### config.mk
export PLATFORM = sky130hd
export DESIGN_NAME = intc_aggregator
export DESIGN_NICKNAME = d
export VERILOG_FILES = /design/src/rtl/intc_pkg.sv /design/src/rtl/intc_src_capture.sv /design/src/rtl/intc_mask_reg.sv /design/src/rtl/intc_irq_drive.sv /design/src/rtl/intc_aggregator.sv
export SDC_FILE = /design/constraint.sdc
export NUM_CORES = 1
export LEC_CHECK = 0
export BUFFER_PORTS_ARGS = -buffer_cell sky130_fd_sc_hd__buf_4
export CAP_MARGIN = 20
export CORE_ASPECT_RATIO = 1.1
export CORE_MARGIN = 2
export CORE_UTILIZATION = 52
export CTS_CLUSTER_DIAMETER = 200
export DETAILED_ROUTE_END_ITERATION = 7
export PLACE_DENSITY = 0.84
export SLEW_MARGIN = 0
export SYNTH_ARGS = -nofsm -noshare
export SYNTH_HDL_FRONTEND = slang
export SYNTH_HIERARCHICAL = 1
export SYNTH_SLANG_ARGS = --single-unit
### constraint.sdc
create_clock -name clk -period 3 [get_ports clk]
set_input_delay 0.45 -clock clk [delete_from_list [all_inputs] [get_ports clk]]
set_output_delay 0.45 -clock clk [all_outputs]
set_load 0.03 [all_outputs]
### src/rtl/intc_pkg.sv
package intc_pkg;
  localparam int REG_STATUS = 0;
  localparam int REG_MASK   = 1;
endpackage

### src/rtl/intc_src_capture.sv
module intc_src_capture #(
  parameter int NUM_BANKS  = 4,
  parameter int NUM_PERIPH = 6,
  localparam int STAT_W    = NUM_BANKS + NUM_PERIPH
) (
  input  logic                  clk,
  input  logic                  rst,
  input  logic [NUM_BANKS-1:0]  bank_i,
  input  logic [NUM_PERIPH-1:0] periph_i,
  output logic [STAT_W-1:0]     stat_o,
  output logic                  fell_o
);
  logic [STAT_W-1:0] stat_q, stat_d1;
  logic [STAT_W-1:0] fall_vec;

  always_ff @(posedge clk) begin
    if (rst) begin
      stat_q  <= '0;
      stat_d1 <= '0;
    end else begin
      stat_q  <= {periph_i, bank_i};
      stat_d1 <= stat_q;
    end
  end

  // per-bit clear detection
  for (genvar i = 0; i < STAT_W; i++) begin : g_fall
    assign fall_vec[i] = stat_d1[i] & ~stat_q[i];
  end

  assign stat_o = stat_q;
  assign fell_o = |fall_vec;
endmodule

### src/rtl/intc_mask_reg.sv
module intc_mask_reg #(
  parameter int NUM_PERIPH = 6,
  parameter int DATA_W     = 16,
  parameter int ADDR_W     = 1,
  localparam int MASK_W    = NUM_PERIPH + 1
) (
  input  logic              clk,
  input  logic              rst,
  input  logic              wr_i,
  input  logic [ADDR_W-1:0] addr_i,
  input  logic [DATA_W-1:0] wdata_i,
  output logic [MASK_W-1:0] mask_o
);
  import intc_pkg::*;

  logic [MASK_W-1:0] mask_q;
  logic              sel_mask;

  assign sel_mask = (addr_i == ADDR_W'(REG_MASK));

  always_ff @(posedge clk) begin
    if (rst)                 mask_q <= '0;
    else if (wr_i && sel_mask) mask_q <= wdata_i[MASK_W-1:0];
  end

  if (DATA_W > MASK_W) begin : g_spare
    logic unused_hi;
    assign unused_hi = ^wdata_i[DATA_W-1:MASK_W];
  end

  assign mask_o = mask_q;
endmodule

### src/rtl/intc_irq_drive.sv
module intc_irq_drive #(
  parameter int NUM_BANKS  = 4,
  parameter int NUM_PERIPH = 6,
  localparam int STAT_W    = NUM_BANKS + NUM_PERIPH,
  localparam int MASK_W    = NUM_PERIPH + 1,
  localparam int GEN_BIT   = NUM_PERIPH
) (
  input  logic              clk,
  input  logic              rst,
  input  logic [STAT_W-1:0] stat_i,
  input  logic [MASK_W-1:0] mask_i,
  input  logic              fell_i,
  output logic              irq_o
);
  logic [STAT_W-1:0] enable_vec;
  logic              pending;
  logic              irq_q;

  // bank summaries are masked inside the banks; always enabled here
  assign enable_vec = {mask_i[NUM_PERIPH-1:0], {NUM_BANKS{1'b1}}};
  assign pending    = |(stat_i & enable_vec);

  always_ff @(posedge clk) begin
    if (rst) irq_q <= 1'b0;
    else     irq_q <= mask_i[GEN_BIT] & pending & ~fell_i;
  end

  assign irq_o = irq_q;
endmodule

### src/rtl/intc_aggregator.sv
module intc_aggregator #(
  parameter int NUM_BANKS  = 4,
  parameter int NUM_PERIPH = 6,
  parameter int DATA_W     = 16,
  parameter int ADDR_W     = 1
) (
  input  logic                  clk,
  input  logic                  rst,
  input  logic [NUM_BANKS-1:0]  bank_irq_i,
  input  logic [NUM_PERIPH-1:0] periph_irq_i,
  input  logic [ADDR_W-1:0]     reg_addr_i,
  input  logic                  reg_wr_i,
  input  logic [DATA_W-1:0]     reg_wdata_i,
  output logic [DATA_W-1:0]     reg_rdata_o,
  output logic                  irq_o
);
  import intc_pkg::*;

  localparam int STAT_W = NUM_BANKS + NUM_PERIPH;
  localparam int MASK_W = NUM_PERIPH + 1;

  logic [STAT_W-1:0] stat_q;
  logic [MASK_W-1:0] mask_q;
  logic              fell;
  logic [DATA_W-1:0] rdata_q;

  intc_src_capture #(.NUM_BANKS(NUM_BANKS), .NUM_PERIPH(NUM_PERIPH)) i_capture (
    .clk(clk), .rst(rst), .bank_i(bank_irq_i), .periph_i(periph_irq_i),
    .stat_o(stat_q), .fell_o(fell)
  );

  intc_mask_reg #(.NUM_PERIPH(NUM_PERIPH), .DATA_W(DATA_W), .ADDR_W(ADDR_W)) i_mask (
    .clk(clk), .rst(rst), .wr_i(reg_wr_i), .addr_i(reg_addr_i),
    .wdata_i(reg_wdata_i), .mask_o(mask_q)
  );

  intc_irq_drive #(.NUM_BANKS(NUM_BANKS), .NUM_PERIPH(NUM_PERIPH)) i_drive (
    .clk(clk), .rst(rst), .stat_i(stat_q), .mask_i(mask_q),
    .fell_i(fell), .irq_o(irq_o)
  );

  always_ff @(posedge clk) begin
    if (rst)                                    rdata_q <= '0;
    else if (reg_addr_i == ADDR_W'(REG_STATUS)) rdata_q <= DATA_W'(stat_q);
    else if (reg_addr_i == ADDR_W'(REG_MASK))   rdata_q <= DATA_W'(mask_q);
    else                                        rdata_q <= '0;
  end

  assign reg_rdata_o = rdata_q;
endmodule

### Yosys cells after proc, flatten, opt, wreduce, memory -nomap -nowiden

Index checks and enable logic that the tools add are counted.

* register bits after elaboration: 44

* mux-type cells: 1
* bitwise gates (word level): 24
* reduce and logical (&&, ||, !) cells: 4

Operators by type and width (number)
* OR reduction 10 bit: 2
* AND 1 bit: 12
* inverter 1 bit: 11
* AND 10 bit: 1
* 2-to-1 mux 7 bit: 1
* OR reduction 2 bit: 1
* logical AND 1 bit: 1

### Logic depth before layout (Yosys ltp)

* depth after elaboration: 5
* gate-level depth with buffers: 6

### By module

The synthesis kept the hierarchy.

Modules (own cells, without submodules)
* intc_src_capture: instances 1, cells an instance 57, area each 613.1 um2, sequential area each 400.4 um2
* intc_aggregator: instances 1, cells an instance 37, area each 386.6 um2, sequential area each 200.2 um2
* intc_mask_reg: instances 1, cells an instance 30, area each 299.0 um2, sequential area each 140.1 um2
* intc_irq_drive: instances 1, cells an instance 8, area each 71.3 um2, sequential area each 20.0 um2

### Least setup slack after synthesis

No wires, ideal clock.

* kind: flip-flop to flip-flop
* start point: reg i_capture.stat_q[4] (netlist: i_capture/stat_o[4])
* end point: reg i_drive.irq_q (netlist: i_drive/irq_o)
* library setup time: 0.074 ns
* arrival: 1.191 ns
* data required time: 2.926 ns
* setup slack: 1.735 ns
* stages on the path, launching flop included: 7
* buffers on the path: 0
* period minus slack after synthesis: 1.265 ns
* cells stage by stage: dfxtp_1 -> nand2b_1 -> o2111ai_1 -> or4_1 -> nor2_1 -> nand2_1 -> a31oi_1

* word-level cells in the longest chain between the ends: 5

Ends and longest elaborated chain
* start, declared: RTL line intc_src_capture.sv:13 `logic [STAT_W-1:0] stat_q, stat_d1;`
* start signal, assigned: RTL line intc_src_capture.sv:21 `stat_q <= {periph_i, bank_i};`
* inverter 1 bit: RTL line intc_src_capture.sv:28 `assign fall_vec[i] = stat_d1[i] & ~stat_q[i];`
* AND 1 bit: RTL line intc_src_capture.sv:28
* OR reduction 10 bit: RTL line intc_src_capture.sv:32 `assign fell_o = |fall_vec;`
* named net fell: RTL line intc_aggregator.sv:24 `logic fell;`
* inverter 1 bit: RTL line intc_irq_drive.sv:25 `else irq_q <= mask_i[GEN_BIT] & pending & ~fell_i;`
* AND 1 bit: RTL line intc_irq_drive.sv:25
* end signal, assigned: RTL line intc_irq_drive.sv:25
* end, declared: RTL line intc_irq_drive.sv:17 `logic irq_q;`

The timed path passes the listed nets, and every way through them passes these cells.
A chain may end at the register's enable or synchronous reset.

### Worst setup path in the final report

Ends and elaborated chain as after synthesis.

==> impl_metrics.csv <==
group,metric,value,unit
run_status,outcome,"finished, final reports clean",
routing,antenna_left,0,
global_route,globalRouteTotalUtil,15.83,%
timing,clock-skew-final,5.876,ps
cells_and_area,final_cell_mix,"dfxtp_1, buf_4, nor2b_1",
cells_and_area,register_area,760.7,um^2
setup_path,end_kind,"flop",
floorplanning,initial_core_util,54.89,%
floorplanning,core,2496,um^2
floorplanning,die_width,52.94,um
cells_and_area,antenna_cells,0,
cells_and_area,fin_nets,193,
floorplanning,ioPinCount,47,
cells_and_area,fin_util,65.41,%
clock_tree,clk_path_buf_depth,2,
power_and_ir_drop,powerDensity,549.8,nW/um^2
logic_synthesis,syn_area,1370,um^2
timing,final.setup.tns,0,ps
global_route,grt_pass1_wl,3.394,mm
power_and_ir_drop,power.leakage,0.7101,nW
floorplanning,rows,19,
timing,layout_min_cycle_time,1442,ps
timing,hold_viol,0,
clock_tree,cts_sinks,38,
cells_and_area,fill_cells,210,
logic_synthesis,ys_warn_count,6,
floorplanning,die_y,57.84,um
clock_tree,cts_max_level,2,
routing,wl_per_cell,11.07,um
routing,dr_total_vias,934,
clock_tree,cts_setup_buffers,0,
routing,viasPerCell,4.790,
setup_path,crit_arrival,1710,ps
hold_path,hp-class,"primary input to flop",
clock_tree,path_clk_slew,100,ps
clock_tree,hold_buffers,0,
run,drv_cap,0,
logic_synthesis,synth_cell_types,28,
timing,finalSetupViolations,0,
clock_tree,cts_buffers,5,
setup_path,worst_setup_path_start_kind,"flop",
power_and_ir_drop,finalPower,0.8977,mW
setup_path,crit_path_max_fanout,4,
setup_path,critical_path_class,"flop to flop",
timing,drv_slew,0,
power_and_ir_drop,ir_drop,0.0003726,V
global_route,grt_start_max_net_pins,37,
placement,portBuffers,31,
cells_and_area,drive_gt1_share,27.44,%
routing,dr.pass1.iters,4,
floorplanning,die-area,3062,um^2
cells_and_area,multi_input_area,514.2,um^2
logic_synthesis,ys_ff_latch,38,
routing,wirelength,2.158,mm
routing,remaining_drc_errors,0,
clock_tree,cts_tree,"built",
clock_tree,insertion_delay,330,ps
placement,gp_congestion,0.8624,
clock_tree,root_buffer,"clkbuf_4",
global_route,grt_pass1_vias,806,
cells_and_area,area_growth,19.18,%
routing,dr.first_iter.drc_count,16,
global_route,grt-ovfl-total,0,
cells_and_area,final_common_cell,"dfxtp_1",
logic_synthesis,ys_seq_area_share,55.53,%
placement,hpwl,1.619,mm
clock_tree,post_cts_resized,0,
global_route,antenna_found_initial,0,
setup_path,required,3270,ps
timing,hold_slack,314.7,ps
timing,finalCritPeriodShare,48.08,%
logic_synthesis,synthCells,132,
timing,rsz0062_at_grt,"no",
timing,fmax,693.3,MHz
logic_synthesis,syn_area_per_cell,10.38,um^2
## through the flow
stage                     cells  area [um^2]  worst slack (ps)
after detailed placement    187         1573              1561
after global placement      187         1573              1587
after CTS                   195         1633              1539
final                       195         1633              1558
after global routing        195         1633              1447
after floorplan             137         1389              1735
## area by class of cell
| class | count | area share, % |
|---|---|---|
| flip-flops and latches | 38 | 46.59 |
| multi-input cells | 80 | 31.49 |
| repair buffers | 31 | 14.25 |
| clock buffers | 7 | 3.372 |
| well taps | 31 | 2.375 |
| inverters | 7 | 1.609 |
| clock inverters | 1 | 0.3065 |
## cells in the mapped netlist
master,count,area share (%)
nor2_2,1,0.46
nand2_1,1,0.27
nand3_1,7,2.6
buf_2,1,0.36
dfxtp_1,38,56
nor2b_1,20,9.1
a31oi_1,1,0.46
a22oi_1,1,0.55
a21oi_1,7,2.6
inv_2,1,0.27
o2111ai_1,1,0.64
nand2b_1,3,1.4
or4_1,1,0.55
a21bo_1,3,2.2
mux2i_1,7,5.1
conb_1,1,0.27
clkinv_1,2,0.55
o22ai_1,3,1.4
buf_4,7,3.8
and2_1,3,1.4
inv_1,4,1.1
a22o_1,1,0.64
clkbuf_1,2,0.55
a21bo_2,4,2.9
a221oi_2,1,1.1
nor4_1,1,0.46
buf_6,2,1.6
nor2_1,8,2.2
## final timing paths
kind / slack, ps / cells past startpoint / endpoint / start
hold reg to reg: 470 / 2 / i_drive/irq_o / i_mask/mask_o[6]
setup / recovery: 1560 / 6 / i_drive/irq_o / i_capture/stat_o[4]
hold / removal: 310 / 2 / i_capture/stat_o[6] / periph_irq_i[2]
setup reg to reg: 1560 / 6 / i_drive/irq_o / i_capture/stat_o[4]
## power by group
part,switching (mW),internal [mW]
registers,0.0141,0.526
logic,0.0504,0.0464
clock network,0.147,0.113
total,0.212,0.686
## per-layer routing
layer | vias to the layer above | GRT usage, % | part of all wire [%] | wire length (um)
met5 | - | 0 | 0 | 0
li1 | 489 | - | - | -
met1 | 409 | 17.14 | 42 | 899
met2 | 27 | 24.29 | 47 | 1019
met3 | 9 | 7.732 | 6.2 | 134
met4 | 0 | 10.26 | 4.8 | 104
## sequential cells by signal (all words and copies together) (netlist names)
name / count
i_capture/stat_d1: 10
i_capture/stat_o: 10
reg_rdata_o: 10
i_mask/mask_o: 7
i_drive/irq_o: 1
## critical path, stage by stage (launching register included)
cell	delay [ps]
dfxtp_1	400
nand2b_1	120
o2111ai_1	120
or4_1	410
nor2_1	120
nand2_1	60
a31oi_1	140
## kinds of logic (layout without fill, tap and decap cells)
family / count (synthesis) / count (layout) / share of synthesized area [%]
other cells: 1 / 6 / 0.2737
simple gates: 45 / 45 / 18.36
mux: 7 / 7 / 5.114
compound gates: 22 / 22 / 12.42
flops: 38 / 38 / 55.53
buf+inv: 19 / 46 / 8.310
Power figures use the tool's default switching activity.
